==> src/rtl/duplex_port_pkg.sv <==
package duplex_port_pkg;

    localparam int DATA_W      = 8;
    localparam int ADDR_W      = 2;
    localparam int SYNC_STAGES = 2;

    localparam logic [ADDR_W-1:0] ADDR_PA   = 2'd0;
    localparam logic [ADDR_W-1:0] ADDR_PB   = 2'd1;
    localparam logic [ADDR_W-1:0] ADDR_PC   = 2'd2;
    localparam logic [ADDR_W-1:0] ADDR_CTRL = 2'd3;

    // handshake positions on port C in bidirectional mode
    localparam int PC_OBF  = 7;
    localparam int PC_ACK  = 6;
    localparam int PC_IBF  = 5;
    localparam int PC_STB  = 4;
    localparam int PC_INTR = 3;
    localparam int LOW_KEEP = 3;   // bits that stay general I/O

    localparam logic [DATA_W-1:0] CTRL_RESET = 8'h9B;

    typedef struct packed {
        logic [1:0] a_mode;
        logic       a_in;
        logic       cu_in;
        logic       b_mode;
        logic       b_in;
        logic       cl_in;
    } mode_t;

    function automatic mode_t decode_ctrl(input logic [DATA_W-1:0] w);
        mode_t m;
        m.a_mode = w[6:5];
        m.a_in   = w[4];
        m.cu_in  = w[3];
        m.b_mode = w[2];
        m.b_in   = w[1];
        m.cl_in  = w[0];
        return m;
    endfunction

    function automatic logic [DATA_W-1:0] encode_ctrl(input mode_t m);
        return {1'b1, m.a_mode, m.a_in, m.cu_in, m.b_mode, m.b_in, m.cl_in};
    endfunction

    function automatic logic is_bidir(input mode_t m);
        return m.a_mode[1];
    endfunction

    // per-bit select: pins where sel is 1, latch elsewhere
    function automatic logic [DATA_W-1:0] pick_bits(input logic [DATA_W-1:0] sel,
                                                    input logic [DATA_W-1:0] pins,
                                                    input logic [DATA_W-1:0] lat);
        return (sel & pins) | (~sel & lat);
    endfunction

endpackage

==> src/rtl/dpc_sync_fall.sv <==
module dpc_sync_fall #(
    parameter int STAGES = 2
) (
    input  logic clk,
    input  logic rst,
    input  logic pin_i,
    output logic level_o,
    output logic fall_o
);
    logic [STAGES-1:0] chain;
    logic              prev;

    always_ff @(posedge clk) begin
        if (rst) begin
            chain <= '1;
            prev  <= 1'b1;
        end else begin
            chain <= {chain[STAGES-2:0], pin_i};
            prev  <= chain[STAGES-1];
        end
    end

    assign level_o = chain[STAGES-1];
    assign fall_o  = prev & ~chain[STAGES-1];
endmodule

==> src/rtl/dpc_ctrl_reg.sv <==
module dpc_ctrl_reg
    import duplex_port_pkg::*;
(
    input  logic              clk,
    input  logic              rst,
    input  logic              wr_en_i,
    input  logic [DATA_W-1:0] wdata_i,
    output mode_t             mode_o,
    output logic              mode_load_o
);
    mode_t mode_q;

    assign mode_load_o = wr_en_i & wdata_i[DATA_W-1];

    always_ff @(posedge clk) begin
        if (rst)              mode_q <= decode_ctrl(CTRL_RESET);
        else if (mode_load_o) mode_q <= decode_ctrl(wdata_i);
    end

    assign mode_o = mode_q;
endmodule

==> src/rtl/dpc_bidir_hs.sv <==
module dpc_bidir_hs
    import duplex_port_pkg::*;
(
    input  logic              clk,
    input  logic              rst,
    input  logic              mode_load_i,
    input  logic              cpu_wr_a_i,
    input  logic              cpu_rd_a_i,
    input  logic              cpu_wr_c_i,
    input  logic [DATA_W-1:0] wdata_i,
    input  logic              ack_fall_i,
    input  logic              stb_fall_i,
    input  logic [DATA_W-1:0] pa_pins_i,
    output logic              obf_o,
    output logic              ibf_o,
    output logic              inte_out_o,
    output logic              inte_in_o,
    output logic              intr_o,
    output logic [DATA_W-1:0] in_latch_o
);
    logic obf_q, ibf_q, ie_out_q, ie_in_q, done_q;
    logic [DATA_W-1:0] in_q;

    always_ff @(posedge clk) begin
        if (rst || mode_load_i) begin
            obf_q    <= 1'b0;
            ibf_q    <= 1'b0;
            ie_out_q <= 1'b0;
            ie_in_q  <= 1'b0;
            done_q   <= 1'b0;
        end else begin
            if (cpu_wr_c_i) begin
                ie_out_q <= wdata_i[PC_ACK];
                ie_in_q  <= wdata_i[PC_STB];
            end
            if (cpu_wr_a_i) begin
                obf_q  <= 1'b1;
                done_q <= 1'b0;
            end else if (ack_fall_i) begin
                obf_q  <= 1'b0;
                done_q <= 1'b1;
            end
            if (stb_fall_i)      ibf_q <= 1'b1;
            else if (cpu_rd_a_i) ibf_q <= 1'b0;
        end
    end

    always_ff @(posedge clk) begin
        if (rst)             in_q <= '0;
        else if (stb_fall_i) in_q <= pa_pins_i;
    end

    assign obf_o      = obf_q;
    assign ibf_o      = ibf_q;
    assign inte_out_o = ie_out_q;
    assign inte_in_o  = ie_in_q;
    assign in_latch_o = in_q;
    assign intr_o     = (ie_out_q & done_q) | (ie_in_q & ibf_q);

    AST_OBF_ON_WRITE: assert property (@(posedge clk) disable iff (rst)
        (cpu_wr_a_i && !mode_load_i) |=> obf_o) else $error("obf");
    AST_IBF_ON_STROBE: assert property (@(posedge clk) disable iff (rst)
        (stb_fall_i && !mode_load_i) |=> (ibf_o && in_latch_o == $past(pa_pins_i))) else $error("ibf");
    AST_INTR_NEEDS_ENABLE: assert property (@(posedge clk) disable iff (rst)
        intr_o |-> (inte_out_o || inte_in_o)) else $error("intr");
endmodule

==> src/rtl/duplex_port_ctrl.sv <==
module duplex_port_ctrl
    import duplex_port_pkg::*;
(
    input  logic              clk,
    input  logic              rst,
    input  logic [ADDR_W-1:0] bus_addr,
    input  logic              bus_rd,
    input  logic              bus_wr,
    input  logic [DATA_W-1:0] bus_wdata,
    output logic [DATA_W-1:0] bus_rdata,
    input  logic [DATA_W-1:0] pa_in,
    output logic [DATA_W-1:0] pa_out,
    output logic              pa_oe,
    input  logic [DATA_W-1:0] pb_in,
    output logic [DATA_W-1:0] pb_out,
    output logic              pb_oe,
    input  logic [DATA_W-1:0] pc_in,
    output logic [DATA_W-1:0] pc_out,
    output logic [DATA_W-1:0] pc_oe
);
    localparam int HALF = DATA_W / 2;
    localparam logic [DATA_W-1:0] LOW_MASK = DATA_W'((1 << LOW_KEEP) - 1);

    mode_t mode;
    logic  mode_load, bidir;
    logic  wr_a, wr_b, wr_c, rd_a;
    logic  ack_fall, stb_fall, ack_lvl, stb_lvl;
    logic  obf, ibf, ie_out, ie_in, intr;
    logic [DATA_W-1:0] in_latch;
    logic [DATA_W-1:0] lat_a, lat_b, lat_c;
    logic [DATA_W-1:0] c_in_sel, c_wr_mask, c_read;

    dpc_ctrl_reg u_ctrl (
        .clk         (clk),
        .rst         (rst),
        .wr_en_i     (bus_wr && bus_addr == ADDR_CTRL),
        .wdata_i     (bus_wdata),
        .mode_o      (mode),
        .mode_load_o (mode_load)
    );

    assign bidir = is_bidir(mode);
    assign wr_a  = bus_wr && bus_addr == ADDR_PA;
    assign wr_b  = bus_wr && bus_addr == ADDR_PB;
    assign wr_c  = bus_wr && bus_addr == ADDR_PC;
    assign rd_a  = bus_rd && bus_addr == ADDR_PA;

    dpc_sync_fall #(.STAGES(SYNC_STAGES)) u_ack_sync (
        .clk(clk), .rst(rst), .pin_i(pc_in[PC_ACK]), .level_o(ack_lvl), .fall_o(ack_fall)
    );
    dpc_sync_fall #(.STAGES(SYNC_STAGES)) u_stb_sync (
        .clk(clk), .rst(rst), .pin_i(pc_in[PC_STB]), .level_o(stb_lvl), .fall_o(stb_fall)
    );

    dpc_bidir_hs u_hs (
        .clk         (clk),
        .rst         (rst),
        .mode_load_i (mode_load),
        .cpu_wr_a_i  (bidir & wr_a),
        .cpu_rd_a_i  (bidir & rd_a),
        .cpu_wr_c_i  (bidir & wr_c),
        .wdata_i     (bus_wdata),
        .ack_fall_i  (bidir & ack_fall),
        .stb_fall_i  (bidir & stb_fall),
        .pa_pins_i   (pa_in),
        .obf_o       (obf),
        .ibf_o       (ibf),
        .inte_out_o  (ie_out),
        .inte_in_o   (ie_in),
        .intr_o      (intr),
        .in_latch_o  (in_latch)
    );

    // which port C bits the CPU may write
    assign c_wr_mask = bidir ? LOW_MASK : '1;

    always_ff @(posedge clk) begin
        if (rst || mode_load) begin
            lat_a <= '0;
            lat_b <= '0;
            lat_c <= '0;
        end else begin
            if (wr_a) lat_a <= bus_wdata;
            if (wr_b) lat_b <= bus_wdata;
            if (wr_c) lat_c <= (lat_c & ~c_wr_mask) | (bus_wdata & c_wr_mask);
        end
    end

    // input-direction selector for port C, per half
    assign c_in_sel = {{HALF{mode.cu_in}}, {HALF{mode.cl_in}}};

    always_comb begin
        pa_out = lat_a;
        pb_out = lat_b;
        pb_oe  = ~mode.b_in;
        if (bidir) begin
            pa_oe  = ~pc_in[PC_ACK];
            pc_oe  = {1'b1, 1'b0, 1'b1, 1'b0, 1'b1, {LOW_KEEP{~mode.cl_in}}};
            pc_out = {~obf, 1'b0, ibf, 1'b0, intr, lat_c[LOW_KEEP-1:0]};
            c_read = {~obf, ie_out, ibf, ie_in, intr,
                      mode.cl_in ? pc_in[LOW_KEEP-1:0] : lat_c[LOW_KEEP-1:0]};
        end else begin
            pa_oe  = ~mode.a_in;
            pc_oe  = ~c_in_sel;
            pc_out = lat_c;
            c_read = pick_bits(c_in_sel, pc_in, lat_c);
        end
    end

    always_comb begin
        unique case (bus_addr)
            ADDR_PA:   bus_rdata = bidir ? in_latch : (mode.a_in ? pa_in : lat_a);
            ADDR_PB:   bus_rdata = mode.b_in ? pb_in : lat_b;
            ADDR_PC:   bus_rdata = c_read;
            default:   bus_rdata = encode_ctrl(mode);
        endcase
    end

    logic unused_lvl;
    assign unused_lvl = ack_lvl ^ stb_lvl ^ mode.b_mode ^ mode.a_mode[0];

    AST_MODE_CLEARS_LATCH: assert property (@(posedge clk) disable iff (rst)
        (bus_wr && bus_addr == ADDR_CTRL && bus_wdata[DATA_W-1])
        |=> (pa_out == '0 && pb_out == '0)) else $error("clear");
    AST_PA_OE_ACK: assert property (@(posedge clk) disable iff (rst)
        (bidir && pc_in[PC_ACK]) |-> !pa_oe) else $error("pa_oe");
    AST_PC_HS_DIR: assert property (@(posedge clk) disable iff (rst)
        bidir |-> (pc_oe[DATA_W-1:LOW_KEEP] == 5'b10101)) else $error("pc_oe");
endmodule

==> config.mk <==
export PLATFORM = sky130hd
export DESIGN_NAME = duplex_port_ctrl
export DESIGN_NICKNAME = d
export VERILOG_FILES = /design/src/rtl/duplex_port_pkg.sv /design/src/rtl/dpc_sync_fall.sv /design/src/rtl/dpc_ctrl_reg.sv /design/src/rtl/dpc_bidir_hs.sv /design/src/rtl/duplex_port_ctrl.sv
export SDC_FILE = /design/constraint.sdc
export NUM_CORES = 1
export LEC_CHECK = 0
export CAP_MARGIN = 25
export CORE_MARGIN = 2
export CORE_UTILIZATION = 55
export DETAILED_ROUTE_END_ITERATION = 7
export DONT_BUFFER_PORTS = 1
export PLACE_DENSITY = 0.71
export SYNTH_ARGS = -nofsm -noshare
export SYNTH_HDL_FRONTEND = slang
export SYNTH_SLANG_ARGS = --single-unit
==> constraint.sdc <==
create_clock -name clk -period 2 [get_ports clk]
set_input_delay 0.4 -clock clk [delete_from_list [all_inputs] [get_ports clk]]
set_output_delay 0.4 -clock clk [all_outputs]
set_load 0.02 [all_outputs]
==> flow_summary.yaml, run 1 <==
drt:
  antenna_left: 0
  wl_um: 6480
  dr_total_vias: 2024
  dr.pass1.iters: 4
  via_per_inst: 6.02
  first_iter_violations: 201
  drc: 0
  drt-wirelength-per-cell_um: 19.3
floorplan:
  die_w_um: 72.4
  rows: 24
  die_h_um: 72.4
  die_area_mm2: 0.00524
  coreArea_mm2: 0.00444
  ios: 80
  start_util: 0.579
place:
  dp.cells: 325
  port_buffers: 0
  routabilityCongestion: 0.856
  place_area_mm2: 0.00260
  dp_hpwl_um: 4390
layout:
  num-nets-final: 321
  area_delta_synth_final_pct: 7.83
  num_antenna_cells: 0
  final_cells: 336
  fillers: 372
  drive_gt1_frac: 0.232
  finalInstanceArea_mm2: 0.00278
hold_path:
  worstHoldPathType: "primary input to flip-flop"
timing:
  fmax_mhz: 503
  period_minus_slack_ps: 1990
  hold_ws_ps: 145
  worstMarginPinSlew_ps: 470
  fin_crit_sh: 0.993
  clock_skew_ps: 5.92
  drv_slew: 0
  hold_viol_final: 0
  rsz0062_at_grt: "true"
  setup_viol_count_final: 0
  slew_headroom: 0.685
synthesis:
  synth_top_cell_by_area: "dfxtp_1"
  syn-num-nets: 317
  synthCells: 279
  post_synth.cell_area_avg_um2: 9.22
  synth_area_leaders: "dfxtp_1 (39%), mux2i_1 (17%), nor2_1 (6.0%), nand2_1 (4.1%), a21oi_1 (3.7%)"
  synth_top_area_frac: 0.389
  yosysWarnings: 0
  yosysSeqAreaShare: 0.389
  synth_seq_cells: 50
  synth_area_mm2: 0.00257
  synth.distinct_cells: 35
run:
  drv_cap: 0
clock_network:
  cts-buffers-inserted: 5
  clock-sinks: 50
  ctsLongestPathBuffers: 2
  cts_hold_buf: 0
  clk_pin_slew_ps: 90
  htree_levels: 2
  ctsRootBufferMaster: "clkbuf_8"
  cts_tree: "yes"
  clkLatencyLatePin_ps: 310
global_route:
  grt-ovfl-total: 0
  grt_pass1_vias: 1984
  grt_pass1_wl_um: 10100
  antenna_found_initial: 0
  grt_max_degree: 26
  grt_usage: 0.251
power:
  swShare: 0.262
  combPwrFrac: 0.134
  clock_power_share: 0.318
  power_density_mw_per_mm2: 694
  switchingPower_uw: 504
  p_leak_uw: 0.00132
  pwr-share-seq: 0.549
  vdd_drop_max_mv: 0.443
  internal_power_uw: 1420
setup_path:
  worstSetupPathType: "flip-flop to output port"
  crit_arrival_ps: 1590
  crit_path_max_fanout: 6
  critPathCaptureType: "output port"
  startpoint_type: "flip-flop"
  cp.required_ps: 1600
outcome:
  outcome: "finished clean"
-- routing by layer --
| metal | share of wire | wire (um) | global-route usage |
|---|---|---|---|
| met5 | 0 | 0 | 0 |
| met4 | 0.016 | 106 | 0.0988 |
| met3 | 0.077 | 498 | 0.0597 |
| met2 | 0.50 | 3210 | 0.421 |
| met1 | 0.41 | 2660 | 0.312 |
-- Yosys cell counts (all sizes together) --
cell and number:
a221oi 1, and2 1, nand3 1, dfxtp 50
a21oi 19, a31oi 1, inv 8, a22oi 2
nand2b 1, mux2i 43, nand2 28, o2111ai 1
a211o 2, nor2b 2, o21a 1, buf 22
mux4 4, a32oi 1, mux2 12, o21ai 12
nand4 1, or3 1, or2 7, nor2 43
o211ai 3, clkbuf 5, a221o 1, nand3b 6
-- worst max-delay path, cell delays in order (launching register included) --
cell	delay (ps)
dfxtp_4	440
mux2_4	310
mux4_2	530
-- area by class of cell --
cell class | count | area (um2) | area share
Timing Repair Buffer | 24 | 204 | 0.0735
Tap cell | 52 | 65.1 | 0.0234
Multi-Input combinational cell | 194 | 1370 | 0.492
Clock inverter | 1 | 5.00 | 0.00180
Sequential cell | 50 | 1010 | 0.366
Clock buffer | 7 | 86.3 | 0.0311
Inverter | 8 | 35.0 | 0.0126
-- stage by stage --
step                setup TNS [ps]  setup WS [ps]  total power [uW]  utilization
floorplan                        0            231              1290            -
global placement                 0           93.9              1320        0.585
detailed placement               0           69.2              1330        0.585
CTS                              0          0.843              1920        0.615
global route                 -92.5          -23.2              1990        0.624
finish                           0           13.5              1930        0.624
-- state kept, by name, summed over array words and instances (netlist names), named ones only --
signal / count
pa_out: 8
pb_out: 8
u_hs.in_latch_o: 8
u_ctrl.mode_o: 7
lat_c: 3
u_ack_sync.chain: 2
u_stb_sync.chain: 2
u_ack_sync.prev: 1
u_hs.done_q: 1
u_hs.ibf_o: 1
u_hs.inte_in_o: 1
u_hs.inte_out_o: 1
u_hs.obf_o: 1
u_stb_sync.prev: 1
-- logic make-up after synthesis --
| family | synth area share |
|---|---|
| compound gates | 0.101 |
| buf+inv | 0.0895 |
| flops | 0.389 |
| mux | 0.259 |
| simple gates | 0.161 |
-- layout by cell type, fill, tap and decap left out, types with 2 or more instances in the layout --
cell,netlist,layout
dfxtp_1,50,45
mux2i_1,43,43
nor2_1,41,41
nand2_1,28,28
buf_4,10,20
a21oi_1,19,17
o21ai_0,12,11
inv_1,7,7
or2_2,7,7
mux2_4,3,6
mux2_2,8,6
clkbuf_8,0,6
nand3b_1,5,5
mux4_2,4,4
o211ai_1,3,3
buf_6,7,3
dfxtp_4,0,3
nor2_2,2,2
a21oi_2,0,2
nor2b_1,2,2
a22oi_1,2,2
a211o_1,2,2
dfxtp_2,0,2
-- power by group through the flow --
| stage | clock network [uW] | logic [uW] | registers [uW] |
|---|---|---|---|
| 2_1_floorplan | 0 | 227 | 1070 |
| 3_3_place_gp | 0 | 242 | 1080 |
| 6_report | 612 | 257 | 1060 |
| 3_5_place_dp | 0 | 245 | 1080 |
| 5_1_grt | 655 | 277 | 1060 |
| 4_1_cts | 617 | 252 | 1060 |
-- final timing paths --
path | startpoint | end | slack [ps] | cells past startpoint
worst max-delay path | u_ctrl.mode_o[1] | bus_rdata[1] | 10 | 2
worst max register to register | u_ctrl.mode_o[1] | u_ctrl.mode_o[1] | 730 | 5
worst min register to register | u_ack_sync.chain[0] | u_ack_sync.chain[1] | 410 | 1
worst min-delay path | rst | u_ctrl.mode_o[6] | 150 | 1
-- repair_timing --
item / 4_1_cts / 5_1_grt
pin swaps: 0 / 5
gates cloned: 0 / 0
resized for setup: 7 / 12
endpoints found under the setup margin: 8 / 8
setup buffers: 2 / 1
Power figures use the tool's default switching activity.
==> run 2: changes to the inputs <==
--- a/config.mk
+++ b/config.mk
@@ -5,12 +5,14 @@
 export SDC_FILE = /design/constraint.sdc
 export NUM_CORES = 1
 export LEC_CHECK = 0
+export ABC_CLOCK_PERIOD_IN_PS = 2000
 export CAP_MARGIN = 25
 export CORE_MARGIN = 2
 export CORE_UTILIZATION = 55
 export DETAILED_ROUTE_END_ITERATION = 7
 export DONT_BUFFER_PORTS = 1
 export PLACE_DENSITY = 0.71
+export RECOVER_POWER = 50
 export SYNTH_ARGS = -nofsm -noshare
 export SYNTH_HDL_FRONTEND = slang
 export SYNTH_SLANG_ARGS = --single-unit
==> run 2 against run 1 <==
Effect of this change:
- fmax down 0.33%
- sequential share of layout area grew 0.18 points
- die area unchanged
- routed wire length up 0.14%
- critical endpoint unchanged
- largest cell class unchanged
- highest routed layer unchanged
==> flow_summary.yaml, run 2 (synthesis gave the netlist of run 1 again) <==
power:
  p_leak_uw: 0.00131
  power_density_mw_per_mm2: 697
  power_uw: 1920
  vdd_drop_max_mv: 0.440
clock_network:
  clock-sinks: 50
  clk_pin_slew_ps: 90
  cts-buffers-inserted: 5
  clkLatencyLatePin_ps: 310
  ctsRootBufferMaster: "clkbuf_8"
  ctsLongestPathBuffers: 2
  htree_levels: 2
  cts_tree: "yes"
drt:
  drc: 0
  via_per_inst: 6.04
  wl_um: 6490
  antenna_left: 0
  drt-wirelength-per-cell_um: 19.3
  first_iter_violations: 226
  dr.pass1.iters: 7
  dr_total_vias: 2030
global_route:
  grt_max_degree: 26
  antenna_found_initial: 0
  grt_pass1_wl_um: 10100
  grt_usage: 0.251
  grt_pass1_vias: 1984
  grt-ovfl-total: 0
setup_path:
  crit_arrival_ps: 1590
  r2r-end: "u_ctrl.mode_o[1]"
  cp_slowest_stage_delay_ps: 540
  r2r_cells: 5
  crit_path_max_fanout: 6
  critPathSlowestCell: "mux4_2"
  critPathCaptureType: "output port"
  worstSetupPathType: "flip-flop to output port"
  startpoint_type: "flip-flop"
  r2r_start: "u_ctrl.mode_o[1]"
  cp.required_ps: 1600
  r2r_slack_ps: 720
  worstPathCellList: "mux2_2 > mux4_2"
layout:
  num-nets-final: 321
  area_delta_synth_final_pct: 7.29
  drive_gt1_frac: 0.218
  seq_area_mm2: 0.00101
  multi_input_area_mm2: 0.00136
  final_common_cell: "dfxtp_1"
  num_antenna_cells: 0
  fillers: 374
  final_cell_mix: "dfxtp_1 (45), mux2i_1 (43), nor2_1 (42), nand2_1 (28)"
floorplan:
  die_area_mm2: 0.00524
  coreArea_mm2: 0.00444
  die_w_um: 72.4
  rows: 24
  die_h_um: 72.4
  start_util: 0.579
  ios: 80
timing:
  fmax_mhz: 502
  setup_slack_ps: 6.85
  worstMarginPinSlew_ps: 766
  hold_viol_final: 0
  slew_headroom: 0.490
  drv_slew: 0
  setup_viol_count_final: 0
  clock_skew_ps: 6.25
  period_minus_slack_ps: 1990
  rsz0062_at_grt: "true"
  fin_crit_sh: 0.997
place:
  routabilityCongestion: 0.856
  port_buffers: 0
  dp_hpwl_um: 4390
  pre_cts_slack_ps: 69.2
hold_path:
  min_to: "u_ctrl.mode_o[6]"
  hp-start: "rst"
  worstHoldPathType: "primary input to flip-flop"
  min_path_cells: 1
outcome:
  outcome: "finished clean"
run:
  drv_cap: 0
[run 2: cell count changes in the layout (fill, tap and decap cells not counted)]
cell	change
buf_4	-3
clkbuf_1	+3
nor2_1	+1
nor2_2	-1
[run 2: routing by layer]
metal / vias to the layer above / share of wire / GRT usage
li1: 957 / - / -
met1: 981 / 0.42 / 0.312
met2: 77 / 0.49 / 0.421
met3: 15 / 0.071 / 0.0597
met4: 0 / 0.019 / 0.0988
met5: - / 0 / 0
[run 2: cell type report]
cell class	count	share of cell area
inverters	8	0.0127
well taps	52	0.0236
clock buffers	7	0.0313
repair buffers	24	0.0698
flip-flops and latches	50	0.367
multi-input cells	194	0.493
clock inverters	1	0.00181
[run 2: power by group]
part	internal [uW]	switching (uW)	total [uW]	leakage, uW
combinational	122	133	255	0.000857
sequential	1020	38.8	1060	0.000406
clock	280	333	612	0.0000482
[run 2: critical path: cells and delay by family, from the launching register on]
kind	cells	cell delay [ps]
muxes	2	870
DFF	1	400
[run 2: metrics by stage]
step	hold WS (ps)	setup TNS, ps	instances	utilization	area, um2
CTS	148	0	335	0.615	2730
global route	140	-92.5	336	0.621	2760
floorplan	389	0	279	-	2570
detailed placement	393	0	325	0.585	2600
finish	141	0	336	0.621	2760
global placement	392	0	325	0.585	2600
[run 2: worst max-delay path by stage]
stage / from / endpoint / slack [ps] / cells past startpoint
final: u_ctrl.mode_o[0] / bus_rdata[1] / 7 / 2
after global routing: u_ctrl.mode_o[4] / bus_rdata[2] / -20 / 3
after CTS: u_ctrl.mode_o[1] / bus_rdata[0] / 0.8 / 5
after detailed placement: u_ctrl.mode_o[1] / bus_rdata[0] / 70 / 5
after global placement: u_ctrl.mode_o[1] / bus_rdata[0] / 90 / 5
after floorplan: bus_addr[0] / bus_rdata[0] / 230 / 5
[run 2: what timing repair did]
| action | in CTS | in global routing |
|---|---|---|
| gates cloned | 0 | 0 |
| gates resized for setup | 7 | 12 |
| endpoints found under the setup margin | 8 | 8 |
| setup buffers | 2 | 1 |
| pin swaps | 0 | 5 |
| hold buffers | 0 | 0 |
